**src/rtl/fpmd_pkg.sv**
```systemverilog
package fpmd_pkg;

    localparam int MAN_W = 16;
    localparam int EXP_W = 8;

    typedef enum logic [1:0] {
        ST_IDLE,
        ST_MUL,
        ST_DIV,
        ST_FIN
    } fpmd_state_e;

    typedef struct packed {
        logic ovf;
        logic unf;
        logic dvz;
    } fpmd_flags_t;

    // A mantissa with a clear leading bit stands for zero.
    function automatic logic man_is_zero(input logic lead_bit);
        return !lead_bit;
    endfunction

endpackage

```
**src/rtl/fpmd_mul_core.sv**
```systemverilog
module fpmd_mul_core #(
    parameter int MAN_W = fpmd_pkg::MAN_W
) (
    input  logic [MAN_W-1:0] man_a,
    input  logic [MAN_W-1:0] man_b,
    output logic [MAN_W-1:0] man_n,
    output logic             exp_inc
);
    localparam int PW = 2 * MAN_W;

    logic [PW-1:0] prod;

    assign prod    = {{MAN_W{1'b0}}, man_a} * {{MAN_W{1'b0}}, man_b};
    assign exp_inc = prod[PW-1];
    // Product lies in [1,4): one shift at most brings it back to [1,2).
    assign man_n   = exp_inc ? MAN_W'(prod >> MAN_W) : MAN_W'(prod >> (MAN_W - 1));

endmodule

```
**src/rtl/fpmd_div_core.sv**
```systemverilog
module fpmd_div_core #(
    parameter int MAN_W = fpmd_pkg::MAN_W
) (
    input  logic             clk,
    input  logic             rst,
    input  logic             load,
    input  logic             step,
    input  logic [MAN_W-1:0] dividend,
    input  logic [MAN_W-1:0] divisor,
    output logic [MAN_W:0]   quo,
    output logic             last
);
    localparam int QW = MAN_W + 1;
    localparam int CW = $clog2(QW + 1);

    logic [MAN_W:0]   rem;
    logic [MAN_W-1:0] dsr;
    logic [CW-1:0]    cnt;
    logic             fits;

    assign fits = (rem >= {1'b0, dsr});
    assign last = step && (cnt == CW'(QW - 1));

    always_ff @(posedge clk) begin
        if (rst) begin
            rem <= '0;
            dsr <= '0;
            quo <= '0;
            cnt <= '0;
        end else if (load) begin
            rem <= {1'b0, dividend};
            dsr <= divisor;
            quo <= '0;
            cnt <= '0;
        end else if (step) begin
            if (fits) begin
                rem <= (rem - {1'b0, dsr}) << 1;
                quo <= {quo[QW-2:0], 1'b1};
            end else begin
                rem <= rem << 1;
                quo <= {quo[QW-2:0], 1'b0};
            end
            cnt <= cnt + CW'(1);
        end
    end

endmodule

```
**src/rtl/fpmd_pack.sv**
```systemverilog
module fpmd_pack
    import fpmd_pkg::*;
#(
    parameter int MAN_W = fpmd_pkg::MAN_W,
    parameter int EXP_W = fpmd_pkg::EXP_W
) (
    input  logic             is_div,
    input  logic             sign_a,
    input  logic             sign_b,
    input  logic [EXP_W-1:0] exp_a,
    input  logic [EXP_W-1:0] exp_b,
    input  logic             zero_a,
    input  logic             zero_b,
    input  logic [MAN_W-1:0] mul_man,
    input  logic             mul_inc,
    input  logic [MAN_W:0]   quo,
    output logic             out_sign,
    output logic [EXP_W-1:0] out_exp,
    output logic [MAN_W-1:0] out_man,
    output fpmd_flags_t      out_flags
);
    localparam int EW    = EXP_W + 2;
    localparam int MAX_I = (1 << (EXP_W - 1)) - 1;
    localparam logic signed [EW-1:0] E_MAX = EW'(MAX_I);
    localparam logic signed [EW-1:0] E_MIN = ~E_MAX;

    logic signed [EW-1:0] ea_x, eb_x, adj, e_sum;
    logic [MAN_W-1:0]     man_n;
    logic                 sgn, res_zero, div_zero;

    assign ea_x = {{(EW-EXP_W){exp_a[EXP_W-1]}}, exp_a};
    assign eb_x = {{(EW-EXP_W){exp_b[EXP_W-1]}}, exp_b};
    assign sgn  = sign_a ^ sign_b;

    always_comb begin
        if (is_div) begin
            // Quotient lies in (0.5,2): drop the lsb or use the guard bit.
            man_n = quo[MAN_W] ? MAN_W'(quo >> 1) : MAN_W'(quo);
            adj   = quo[MAN_W] ? '0 : '1;
            e_sum = ea_x - eb_x + adj;
        end else begin
            man_n = mul_man;
            adj   = {{(EW-1){1'b0}}, mul_inc};
            e_sum = ea_x + eb_x + adj;
        end
    end

    assign div_zero = is_div && zero_b;
    assign res_zero = is_div ? zero_a : (zero_a || zero_b);

    always_comb begin
        out_sign  = 1'b0;
        out_exp   = '0;
        out_man   = '0;
        out_flags = '0;
        if (div_zero) begin
            out_sign      = sgn;
            out_exp       = EXP_W'(MAX_I);
            out_man       = '1;
            out_flags.dvz = 1'b1;
        end else if (res_zero) begin
            out_man = '0;
        end else if (e_sum > E_MAX) begin
            out_sign      = sgn;
            out_exp       = EXP_W'(MAX_I);
            out_man       = '1;
            out_flags.ovf = 1'b1;
        end else if (e_sum < E_MIN) begin
            out_flags.unf = 1'b1;
        end else begin
            out_sign = sgn;
            out_exp  = e_sum[EXP_W-1:0];
            out_man  = man_n;
        end
    end

endmodule

```
**src/rtl/fpmd_unit.sv**
```systemverilog
module fpmd_unit
    import fpmd_pkg::*;
#(
    parameter int MAN_W = fpmd_pkg::MAN_W,
    parameter int EXP_W = fpmd_pkg::EXP_W
) (
    input  logic             clk,
    input  logic             rst,
    input  logic             start,
    input  logic             op_div,
    input  logic             a_sign,
    input  logic [EXP_W-1:0] a_exp,
    input  logic [MAN_W-1:0] a_man,
    input  logic             b_sign,
    input  logic [EXP_W-1:0] b_exp,
    input  logic [MAN_W-1:0] b_man,
    output logic             busy,
    output logic             done,
    output logic             r_sign,
    output logic [EXP_W-1:0] r_exp,
    output logic [MAN_W-1:0] r_man,
    output logic             ovf,
    output logic             unf,
    output logic             dvz
);
    fpmd_state_e      st;
    logic             div_q, sa_q, sb_q, za_q, zb_q;
    logic [EXP_W-1:0] ea_q, eb_q;
    logic [MAN_W-1:0] ma_q, mb_q;
    logic [MAN_W-1:0] mul_man, mman_q;
    logic             mul_inc, minc_q;
    logic [MAN_W:0]   quo;
    logic             div_last, accept;
    logic             p_sign;
    logic [EXP_W-1:0] p_exp;
    logic [MAN_W-1:0] p_man;
    fpmd_flags_t      p_flags;

    assign accept = start && (st == ST_IDLE);
    assign busy   = (st != ST_IDLE);

    fpmd_mul_core #(.MAN_W(MAN_W)) u_mul (
        .man_a   (ma_q),
        .man_b   (mb_q),
        .man_n   (mul_man),
        .exp_inc (mul_inc)
    );

    fpmd_div_core #(.MAN_W(MAN_W)) u_div (
        .clk      (clk),
        .rst      (rst),
        .load     (accept && op_div),
        .step     (st == ST_DIV),
        .dividend (a_man),
        .divisor  (b_man),
        .quo      (quo),
        .last     (div_last)
    );

    fpmd_pack #(.MAN_W(MAN_W), .EXP_W(EXP_W)) u_pack (
        .is_div    (div_q),
        .sign_a    (sa_q),
        .sign_b    (sb_q),
        .exp_a     (ea_q),
        .exp_b     (eb_q),
        .zero_a    (za_q),
        .zero_b    (zb_q),
        .mul_man   (mman_q),
        .mul_inc   (minc_q),
        .quo       (quo),
        .out_sign  (p_sign),
        .out_exp   (p_exp),
        .out_man   (p_man),
        .out_flags (p_flags)
    );

    always_ff @(posedge clk) begin
        if (rst) begin
            st     <= ST_IDLE;
            div_q  <= 1'b0;
            sa_q   <= 1'b0;
            sb_q   <= 1'b0;
            za_q   <= 1'b0;
            zb_q   <= 1'b0;
            ea_q   <= '0;
            eb_q   <= '0;
            ma_q   <= '0;
            mb_q   <= '0;
            mman_q <= '0;
            minc_q <= 1'b0;
            done   <= 1'b0;
            r_sign <= 1'b0;
            r_exp  <= '0;
            r_man  <= '0;
            ovf    <= 1'b0;
            unf    <= 1'b0;
            dvz    <= 1'b0;
        end else begin
            done <= 1'b0;
            case (st)
                ST_IDLE: begin
                    if (start) begin
                        div_q <= op_div;
                        sa_q  <= a_sign;
                        sb_q  <= b_sign;
                        ea_q  <= a_exp;
                        eb_q  <= b_exp;
                        ma_q  <= a_man;
                        mb_q  <= b_man;
                        za_q  <= man_is_zero(a_man[MAN_W-1]);
                        zb_q  <= man_is_zero(b_man[MAN_W-1]);
                        st    <= op_div ? ST_DIV : ST_MUL;
                    end
                end
                ST_MUL: begin
                    mman_q <= mul_man;
                    minc_q <= mul_inc;
                    st     <= ST_FIN;
                end
                ST_DIV: begin
                    if (div_last) st <= ST_FIN;
                end
                default: begin
                    r_sign <= p_sign;
                    r_exp  <= p_exp;
                    r_man  <= p_man;
                    ovf    <= p_flags.ovf;
                    unf    <= p_flags.unf;
                    dvz    <= p_flags.dvz;
                    done   <= 1'b1;
                    st     <= ST_IDLE;
                end
            endcase
        end
    end

endmodule

```
**config.mk**
```make
export PLATFORM = sky130hd
export DESIGN_NAME = fpmd_unit
export DESIGN_NICKNAME = d
export VERILOG_FILES = /design/src/rtl/fpmd_pkg.sv /design/src/rtl/fpmd_mul_core.sv /design/src/rtl/fpmd_div_core.sv /design/src/rtl/fpmd_pack.sv /design/src/rtl/fpmd_unit.sv
export SDC_FILE = /design/constraint.sdc
export NUM_CORES = 1
export LEC_CHECK = 0
export BUFFER_PORTS_ARGS = -buffer_cell sky130_fd_sc_hd__buf_2
export CORE_MARGIN = 5
export CORE_UTILIZATION = 41
export DETAILED_ROUTE_END_ITERATION = 16
export PLACE_DENSITY_LB_ADDON = 0.25
export SETUP_SLACK_MARGIN = 0.5
export SYNTH_ARGS = -nofsm -noshare
export SYNTH_HDL_FRONTEND = slang
export SYNTH_HIERARCHICAL = 1
export SYNTH_SLANG_ARGS = --single-unit
```
**constraint.sdc**
```tcl
create_clock -name clk -period 7 [get_ports clk]
set_input_delay 1.75 -clock clk [delete_from_list [all_inputs] [get_ports clk]]
set_output_delay 1.75 -clock clk [all_outputs]
set_load 0.1 [all_outputs]
```
-- Word-level counts from Yosys, hierarchy flattened
Index checks and enable logic that the tools add are counted.
- reductions and logical operators: 14
- shifts and indexed selects: 0
- magnitude comparators: 3
- equality and inequality tests: 5
- div/mod/pow operators: 0
- mux-type cells: 33
- bitwise gates (word level): 1
- add/sub/neg operators: 6
- $mul: 1
- operators by type and width (cell ; count):
    $mux 16 ; 9
    $mul 16x16->32 ; 1
    $mux 8 ; 4
    $mux 10 ; 2
    $ge 17x16->1 ; 1
    $mux 17 ; 1
    $sub 16x16->16 ; 1
    $mux 1 ; 11
    $add 10x10->10 ; 1
    $add 10x2->10 ; 1
    $gt 10x8->1 const B ; 1
    $lt 10x8->1 const B ; 1
    $mux 2 ; 5
    $add 8x8->9 ; 1
    $sub 8x8->9 ; 1
    $pmux 2 s3 ; 1
    $add 5x1->5 const B ; 1
    $eq 5x5->1 const B ; 1
    $logic_and 1x1->1 ; 4
    $ne 2x2->1 const B ; 2
    $reduce_and 2->1 ; 2
    $reduce_bool 2->1 ; 2
    $reduce_or 3->1 ; 1
    $eq 2x1->1 const B ; 1
    other kinds (6) ; 7
- word-level logic and storage cells: 87
- flip-flop bits (word level): 156
- output and inout bits: 30
- bits in latches: 0
- ROM bits: 0
- bits of input ports: 54
- memories kept: 0
- memory bits (writable): 0

-- Depth between registers and ports, before layout
Gate-level depths: netlist of run 1.
- word-level depth: 8
- depth in mapped cells: 26
- depth with buffers taken out: 24

-- Hierarchy
The synthesis of run 1 kept the hierarchy.
- modules (own cells, without submodules) (module ; cells an instance ; instances ; area each (µm²) ; sequential area each (µm²)):
    fpmd_mul_core ; 979 ; 1 ; 8568.2 ; 0.0
    fpmd_unit ; 399 ; 1 ; 3627.2 ; 2021.9
    fpmd_div_core ; 360 ; 1 ; 3218.1 ; 1101.1
    fpmd_pack ; 299 ; 1 ; 2229.6 ; 0.0

-- Least setup slack after synthesis of run 1
OpenSTA, ideal clock, no wires.
- kind: register -> register
- start point: register mb_q[9]
- end point: register mman_q[12]
- stages on the path, launching flop included: 26
- library setup time: 128 ps
- setup slack: 517 ps
- clock period less this slack: 6483 ps
- arrival: 6356 ps
- buffers on the path: 2
- required time: 6872 ps
- cell sequence: dfxtp_1 > clkbuf_1 > nand2_1 > fa_1 > inv_1 > fa_1 > inv_1 > fa_1 > inv_1 > fa_1 > fa_1 > inv_1 > fa_1 > inv_1 > ha_1 > a21oi_1 > o21ai_0 > o2bb2ai_1 > a211oi_4 > a31oi_4 > a21boi_4 > xnor2_4 > buf_6 > mux2_4 > mux2i_1 > nor2_1
- word-level cells in the longest chain between the ends: 2
- ends and longest elaborated chain (item ; line ; source):
    start, declared ; fpmd_unit.sv:29 ; logic [MAN_W-1:0] ma_q, mb_q;
    start signal, assigned ; fpmd_unit.sv:109 ; mb_q <= b_man;
    $mul 16x16->32 ; fpmd_mul_core.sv:13 ; assign prod = {{MAN_W{1'b0}}, man_a} * {{MAN_W{1'b0}}, man_b};
    $mux 16 ; fpmd_mul_core.sv:16 ; assign man_n = exp_inc ? MAN_W'(prod >> MAN_W) : MAN_W'(prod >> (MAN_W - 1));
    net mul_man[12] ; fpmd_unit.sv:30 ; logic [MAN_W-1:0] mul_man, mman_q;
    end signal, assigned ; fpmd_unit.sv:116 ; mman_q <= mul_man;
    end, declared ; fpmd_unit.sv:30 ;
The timed path passes the listed nets, and every way through them passes these cells.
A chain may end at the register's enable or synchronous reset.

-- Worst setup path after layout of run 1
- start point: register mb_q[6]
- end point: register mman_q[1]
Same word-level chain as after synthesis.

==> results of run 1 <==
[cell families (layout without fill, tap and decap cells)]
logic type / count (synthesis) / count (layout)
buffers and inverters: 386 / 480
and+or+nand+nor: 662 / 662
xor gates and xnor gates: 51 / 52
DFF: 156 / 156
muxes: 109 / 109
adders and majority gates: 346 / 346
AOI/OAI and AO/OA: 327 / 327
[stage by stage]
step           instance area, sq um  setup WS, ps  std cells
3_5_place_dp                  18500          99.9       2605
6_report                      19900           657       2678
3_3_place_gp                  18500           194       2605
5_1_grt                       19900           413       2678
2_1_floorplan                 17600           517       2037
4_1_cts                       19300           497       2643
[registers in the layout (all words and copies together) (netlist names), 16 cells and up]
signal,count
r_man,16
u_div/rem,17
mman_q,16
u_div/dsr,16
mb_q,16
ma_q,16
u_div/quo,17
[area by class of cell]
cell class / instances / area (sq um)
inverters: 280 / 1050
repair buffers: 169 / 1150
flip-flops and latches: 156 / 3210
clock buffers: 20 / 447
multi-input cells: 1496 / 13200
fillers: 4211 / 22900
well taps: 546 / 683
clock inverters: 11 / 119
[where the power goes]
part	switching (uW)	leakage (uW)	internal (uW)
Sequential	171	0.00129	1030
Combinational	2170	0.00739	1390
Clock	388	0.000268	530
Total	2730	0.00895	2950
[layout by cell type, fill, tap and decap left out, types with 9 or more instances in the layout]
cell type | netlist | routed
a22oi_1 | 17 | 16
nand2_1 | 311 | 310
a221oi_2 | 19 | 19
mux2i_1 | 95 | 95
inv_1 | 279 | 277
xnor2_1 | 29 | 29
nand3_1 | 12 | 12
o211ai_1 | 10 | 10
ha_4 | 0 | 14
nand4_1 | 12 | 12
nor2_1 | 130 | 130
buf_2 | 14 | 82
dfxtp_1 | 156 | 127
clkbuf_16 | 0 | 17
fa_1 | 198 | 188
ha_1 | 148 | 130
xor2_1 | 21 | 21
fa_2 | 0 | 10
dfxtp_4 | 0 | 22
o22ai_1 | 16 | 16
and2_1 | 121 | 116
a21oi_1 | 98 | 94
nor2b_1 | 9 | 9
buf_4 | 8 | 73
o21ai_0 | 58 | 57
nand2b_1 | 9 | 9
a21o_1 | 25 | 25
nor3_1 | 20 | 19
[final timing paths]
kind               endpoint     from  cells after the start  slack, ps
setup reg to reg  mman_q[1]  mb_q[6]                     25        660
setup / recovery  mman_q[1]  mb_q[6]                     25        660
hold reg to reg        sb_q     sb_q                      2        470
hold / removal         sb_q     sb_q                      2        470
[worst reg2reg max path: cells and delay by family, from the launching register on]
family / cells / cell delay, ps
AND/OR/NAND/NOR: 4 / 510
multiplexers: 2 / 460
buffers and inverters: 7 / 670
flip-flops: 1 / 390
AO/OA/AOI/OAI: 4 / 1020
adder cells (fa/ha/maj): 7 / 3030
XOR/XNOR: 1 / 120
[metal layers]
layer,track usage [%],routed length (um),vias up
li1,-,-,6795
met3,2.44,1600,60
met5,0,0,-
met4,5.67,1060,0
met2,32.8,22400,294
met1,24.2,19400,6972
[what timing repair did]
item	CTS	global route
buffers inserted	6	35
gates resized for setup	38	82
endpoints found under the setup margin	17	17
pin swaps	7	59
gates cloned	1	0
hold buffers	0	0
==> results.cfg, run 1 <==
[timing]
final_hold_viol_count = 0
finClkSkew_ps = 16.0
post-route-min-period_ps = 6340
tns_ps = 0
clock.fmax_ghz = 0.158
rsz0062_at_grt = yes
setup_viol = 0
worstMarginPinSlew_ps = 1120
post-route-period-util_pct = 90.6
relSlewSlack_pct = 25.0
hold_ws_ps = 468
slew_viol_final = 0

[clock_network]
cts_sinks = 156
cts-root-buf = clkbuf_16
clockBufferDepth = 2
clkTransAtPathRegs_ps = 60
clock_latency_ps = 450
cts_tree = yes
htree_levels = 4
cts-buffers-inserted = 17

[setup_path]
cp_max_fo = 8
critical-path-max-stage-delay_ps = 530
critPathArrivalTime_ps = 6640
critPathMostFrequentCell = fa_1
slowest_stage = fa_1
crit_family = adder cells
path_buf_inv = 7
worstSetupPathType = reg -> reg
worstSetupEndpointType = flop
cp.required_ps = 7300
crit_path_start_kind = flop

[global_route]
grtUsageTotal_pct = 18.7
grt_pass1_vias = 14300
grt_pass1_wl_mm = 72.7
antenna_found_initial = 0
grt_max_degree = 82
grt_overflow = 0

[floorplanning]
rows = 76
fp.dieH_um = 217
core_area_sq_mm = 0.0428
die_area_sq_mm = 0.0473
pin_count = 84
initial_core_util_pct = 41.2
die_width_um = 217

[drt]
vias = 14100
ant_nets = 0
dr.pass1.iters = 5
viasPerCell = 5.27
drt_iter0_drc = 756
drcViolationCount = 0
wl_per_cell_um = 16.6
wirelength_mm = 44.5

[logic_synthesis]
synth_top_area_share_pct = 22.5
synth_xor_area_share_pct = 2.64
ys_ff_latch = 156
synthFlopType = dfxtp_1
synth.mux.area_fraction_pct = 6.47
synth_fp_nets = 2437
syn_area_sq_mm = 0.0176
synthTopCellsByArea = fa_1 22%, dfxtp_1 18%, ha_1 10%
synth_common_cells = 311 x nand2_1, 279 x inv_1, 198 x fa_1, 156 x dfxtp_1, 148 x ha_1
synth_cell_type_count = 89
ys.warnings.count = 6
synthSimpleGateAreaFrac_pct = 17.4
synth_top_family_by_area = adder cells
yosysMostFrequentCell = nand2_1
synth_edf_count = 0
post-synth-top-area-cell = fa_1
synth-compound-area-share_pct = 13.8
synthAdderAreaFrac_pct = 33.0
async_flop_share_pct = 0
yosysSeqAreaShare_pct = 17.7
synth_cells = 2037
syn_avg_cell_area_sq_um = 8.66

[power]
fin_total_pwr_uw = 5680
p_leak_uw = 0.00895
ir_drop_v = 0.000318
power.density_mw_per_mm2 = 286

[final_layout]
nNetsFinal = 2520
area_delta_synth_final_pct = 12.7
final_util_pct = 46.5
final_layout_size_suffix_gt1_share_pct = 16.2
antenna-diode-count = 0

[status]
outcome = finished, final reports clean

[placed_design]
io_buffers = 83
hpwlAfterDp_mm = 34.8
gp_congestion = 0.882

[worst_hold_path]
hold_class = reg -> reg

[job]
drv_cap = 0
Power figures use the tool's default switching activity.
==> run 2: changes to the inputs <==
ABC_AREA = 1   (was unset)
==> results.cfg, run 2 <==
[floorplanning]
die_area_sq_mm = 0.0487
fp.dieH_um = 221
rows = 77
core_area_sq_mm = 0.0440
initial_core_util_pct = 41.4
pin_count = 84
die_width_um = 221

[logic_synthesis]
synth_cell_type_count = 49
async_flop_share_pct = 0
synth_cells = 2657
ys_ff_latch = 156
synth_edf_count = 0
synthTopCellsByArea = fa_1 22%, nand2_1 18%, dfxtp_1 17%
syn_area_sq_mm = 0.0182
synth_common_cells = 866 x nand2_1, 523 x inv_1, 198 x fa_1, 196 x a21oi_1, 156 x dfxtp_1
syn_avg_cell_area_sq_um = 6.85
synth_fp_nets = 3057
yosysMostFrequentCell = nand2_1
ys.warnings.count = 6
synthFlopType = dfxtp_1
synth_top_area_share_pct = 21.8
post-synth-top-area-cell = fa_1
yosysSeqAreaShare_pct = 17.2

[setup_path]
critical-path-max-stage-delay_ps = 570
cp.required_ps = 7340
slowest_stage = dfxtp_1
critPathMostFrequentCell = fa_1
critPathArrivalTime_ps = 6530
path_cells = nand2_1 > inv_1 > fa_1 > inv_1 > fa_1 > inv_1 > fa_1 > fa_1 > fa_1 > inv_1 > fa_1 > inv_1 > ha_1 > a21oi_1 > o21ai_0 > a21oi_1 > nor2_1 > nor2_1 > nand3_1 > nand2_4 > nand2_1 > nand2_1 > nand2_1 > a21oi_1
worstSetupEndpointType = flop
worstSetupPathType = reg -> reg
crit_path_start_kind = flop
cp_max_fo = 17

[clock_network]
clock_latency_ps = 450
cts_setup_buffers = 0
cts-buffers-inserted = 17
clockBufferDepth = 2
clkTransAtPathRegs_ps = 80
cts_sinks = 156
cts_tree = yes
cts-root-buf = clkbuf_16
htree_levels = 4

[timing]
post-route-min-period_ps = 6190
relSlewSlack_pct = 21.3
tns_ps = 0
rsz0062_at_grt = no
finClkSkew_ps = 30.6
post-route-period-util_pct = 88.4
clock.fmax_ghz = 0.162
setup_viol = 0
final_hold_viol_count = 0
worstMarginPinSlew_ps = 1180
slew_viol_final = 0

[placed_design]
gp_congestion = 0.931
io_buffers = 83
dp.cells = 3224
hpwlAfterDp_mm = 39.3

[final_layout]
reg_top3 = u_div/quo x17, u_div/rem x17
antenna-diode-count = 0
final_layout_size_suffix_gt1_share_pct = 8.08
area_delta_synth_final_pct = 7.05
final_cell_mix = 866 x nand2_1, 523 x inv_1, 198 x fa_1
final_common_cell = nand2_1
instances_no_fill = 3254
nNetsFinal = 3051

[global_route]
grtUsageTotal_pct = 20.5
grt_pass1_vias = 16000
grt_overflow = 0
antenna_found_initial = 0
grt_max_degree = 70
grt_pass1_wl_mm = 81.1

[power]
p_leak_uw = 0.0105
ir_drop_v = 0.000261
power.density_mw_per_mm2 = 297

[worst_hold_path]
hold_class = reg -> reg

[drt]
wl_per_cell_um = 15.3
wirelength_mm = 49.8
drt_iter0_drc = 957
dr.pass1.iters = 7
vias = 16200
viasPerCell = 4.98
drcViolationCount = 0
ant_nets = 0

[job]
drv_cap = 0

[status]
outcome = finished, final reports clean
run 2: cells by family (layout without fill, tap and decap cells):
logic type	count (synthesis)	count (layout)	share of synthesized area, %
compound gates	293	293	8.72
xor+xnor	23	23	1.11
fa+ha+maj	346	346	31.9
buf+inv	673	678	14.7
flops	156	156	17.2
simple gates	1166	1166	26.4
run 2: worst max-delay path: cells and delay by family (launching register included):
kind	cells	cell delay (ps)
fa+ha+maj	7	3420
simple gates	8	1020
flops	1	570
compound gates	4	800
buf+inv	5	260
run 2: what timing repair did:
item,in CTS,in global routing
hold buffers,0,0
setup endpoints to repair,0,17
resized for setup,0,21
run 2: final timing paths:
| path | endpoint | cells past startpoint | from | slack [ps] |
|---|---|---|---|---|
| min | r_man[5] | 2 | r_man[5] | 460 |
| min reg2reg | r_man[5] | 2 | r_man[5] | 460 |
| max | mman_q[7] | 24 | mb_q[6] | 810 |
| max reg2reg | mman_q[7] | 24 | mb_q[6] | 810 |
run 2: per-stage QoR:
stage / power (uW) / cell area [sq um] / setup slack [ps] / hold slack, ps / util, %
after floorplan: 4110 / 18200 / 1200 / 436 / -
after global placement: 4800 / 18900 / 636 / 449 / 42.9
after detailed placement: 4850 / 18900 / 515 / 450 / 42.9
after CTS: 5810 / 19500 / 506 / 460 / 44.2
after global routing: 6370 / 19500 / 504 / 478 / 44.3
final: 5780 / 19500 / 813 / 458 / 44.3
run 2: report_power, final:
group	switching, uW	leakage [uW]	internal, uW	total (uW)
Sequential	257	0.00128	1040	1290
Clock	387	0.000272	542	929
Combinational	2350	0.00893	1210	3560
run 2: area by class of cell:
type                       instances  area, sq um
sequential                       156         3150
tap                              592          741
fill                            4609        24500
timing repair buffer             103          568
clock buffer                      21          460
clock inverter                     9          114
inverter                         545         2050
multi-input combinational       1828        12400
run 2: layer usage:
metal | vias up | global-route usage [%] | wire length [um]
met2 | 416 | 35.3 | 24000
met5 | - | 0 | 0
met1 | 7775 | 27.4 | 22400
li1 | 7968 | - | -
met3 | 56 | 3.19 | 2610
met4 | 0 | 4.84 | 786
==> run 3: changes to the inputs <==
ABC_AREA = unset   (was 1)
HOLD_SLACK_MARGIN = 0.08   (was unset)
REMOVE_ABC_BUFFERS = 1   (was unset)
==> results.cfg, run 3 (synthesis gave the netlist of run 1 again) <==
[placed_design]
io_buffers = 83
gp_congestion = 0.881
hpwlAfterDp_mm = 33.7

[clock_network]
clockBufferDepth = 2
clock_latency_ps = 450
cts-buffers-inserted = 17
cts-root-buf = clkbuf_16
hold_buffers = 0
clkTransAtPathRegs_ps = 70
cts_sinks = 156
cts_tree = yes
htree_levels = 4

[global_route]
grtUsageTotal_pct = 18.4
grt_pass1_wl_mm = 71.6
grt_max_degree = 84
grt_overflow = 0
grt_pass1_vias = 14000
antenna_found_initial = 0

[timing]
rsz0062_at_grt = no
relSlewSlack_pct = 24.4
tns_ps = 0
slew_viol_final = 0
post-route-min-period_ps = 6290
clock.fmax_ghz = 0.159
setup_viol = 0
post-route-period-util_pct = 89.8
worstMarginPinSlew_ps = 1130
final_hold_viol_count = 0
finClkSkew_ps = 9.28
hold_ws_ps = 470

[floorplanning]
die_area_sq_mm = 0.0473
initial_core_util_pct = 41.2
die_width_um = 217
core_area_sq_mm = 0.0428
rows = 76
pin_count = 84
fp.dieH_um = 217

[job]
drv_cap = 0

[setup_path]
crit_family = adder cells
critPathMostFrequentCell = fa_1
r2r_end = mman_q[13]
r2r_slack_ps = 710
slowest_stage = fa_1
crit_path_start_kind = flop
critPathArrivalTime_ps = 6590
path_cells = buf_8 > and2_1 > fa_1 > inv_1 > fa_1 > fa_1 > fa_1 > inv_1 > fa_1 > inv_1 > fa_1 > inv_1 > ha_4 > nand4_1 > nor3_2 > a211oi_4 > a31oi_4 > a21boi_4 > xnor2_4 > buf_6 > mux2_4 > mux2i_1 > nor2_1
cp.required_ps = 7300
critical-path-max-stage-delay_ps = 550
r2r_cells = 23
rr_startpoint = ma_q[5]
worstSetupEndpointType = flop
cp_max_fo = 8
worstSetupPathType = reg -> reg
path_buf_inv = 6

[final_layout]
nNetsFinal = 2508
final_common_cell = nand2_1
final_layout_size_suffix_gt1_share_pct = 15.5
final_cell_mix = 310 x nand2_1, 275 x inv_1, 198 x fa_1
antenna-diode-count = 0
reg_top3 = u_div/quo x17, u_div/rem x17
area_delta_synth_final_pct = 12.1

[power]
fin_total_pwr_uw = 5720
ir_drop_v = 0.000372
p_leak_uw = 0.00892
power.density_mw_per_mm2 = 289

[drt]
drcViolationCount = 0
ant_nets = 0
viasPerCell = 5.22
wirelength_mm = 43.9
drt_iter0_drc = 657
dr.pass1.iters = 5
vias = 13900
wl_per_cell_um = 16.4

[worst_hold_path]
hold_class = reg -> reg
min_path_cells = 2
hold-path-endpoint = sb_q
hp-start = sb_q

[status]
outcome = finished, final reports clean
-- run 3: cell types whose count changed in the layout (fill, tap and decap cells not counted), sizes merged, moves of 19 or more --
cell / previous run / this run
a21o: 1 / 25
mux2i: 0 / 96
a221oi: 0 / 20
and2: 2 / 121
a21oi: 199 / 99
nand2: 896 / 312
buf: 103 / 157
xnor2: 11 / 30
nand3: 103 / 13
inv: 541 / 289
nor2: 113 / 132
-- run 3: cell type report --
type / count / area [sq um]
timing repair buffer: 158 / 1050
multi-input combinational: 1495 / 13200
clock buffer: 18 / 439
fill: 4179 / 23000
tap: 546 / 683
inverter: 280 / 1050
clock inverter: 14 / 170
sequential: 156 / 3210
-- run 3: worst reg2reg max path, stage by stage, from the launching register on --
cell	delay (ps)
dfxtp_4	390
buf_8	150
and2_1	170
fa_1	540
inv_1	60
fa_1	550
fa_1	420
fa_1	500
inv_1	60
fa_1	540
inv_1	60
fa_1	530
inv_1	70
ha_4	280
nand4_1	220
nor3_2	290
a211oi_4	120
a31oi_4	230
a21boi_4	100
xnor2_4	200
buf_6	190
mux2_4	310
mux2i_1	130
nor2_1	60
-- run 3: per-stage QoR --
| stage | std cells | setup WS (ps) | util [%] | cell area [sq um] |
|---|---|---|---|---|
| 6_report | 2667 | 713 | 46.2 | 19800 |
| 3_5_place_dp | 2605 | 66.2 | 43.3 | 18500 |
| 2_1_floorplan | 1931 | 678 | - | 17100 |
| 5_1_grt | 2667 | 470 | 46.2 | 19800 |
| 4_1_cts | 2642 | 507 | 45.1 | 19300 |
| 3_3_place_gp | 2605 | 252 | 43.3 | 18500 |
-- run 3: worst max-delay path by stage --
| stage | start | to | depth (start not counted) |
|---|---|---|---|
| 4_1_cts | ma_q[12] | mman_q[0] | 21 |
| 2_1_floorplan | mb_q[9] | mman_q[0] | 23 |
| 5_1_grt | ma_q[7] | mman_q[9] | 23 |
| 3_3_place_gp | ma_q[6] | mman_q[3] | 23 |
| 6_report | ma_q[5] | mman_q[13] | 23 |
| 3_5_place_dp | ma_q[3] | mman_q[0] | 19 |
-- run 3: timing repair --
action	in CTS	in global routing
gates resized for setup	40	65
endpoints found under the setup margin	17	17
pin swaps	7	41
buffers inserted	5	25
-- run 3: routing by layer --
metal / GRT usage [%] / routed length [um] / share of wire (%) / up-vias
met3: 2.62 / 1650 / 3.8 / 48
met4: 5.29 / 850 / 1.9 / 0
met2: 30.8 / 21200 / 48 / 244
li1: - / - / - / 6786
met1: 25.0 / 20100 / 46 / 6845
met5: 0 / 0 / 0 / -
-- run 3: power by group --
part	internal (uW)	switching, uW	total [uW]
combinational	1350	2180	3530
clock	549	428	977
sequential	1030	184	1210
total	2930	2790	5720
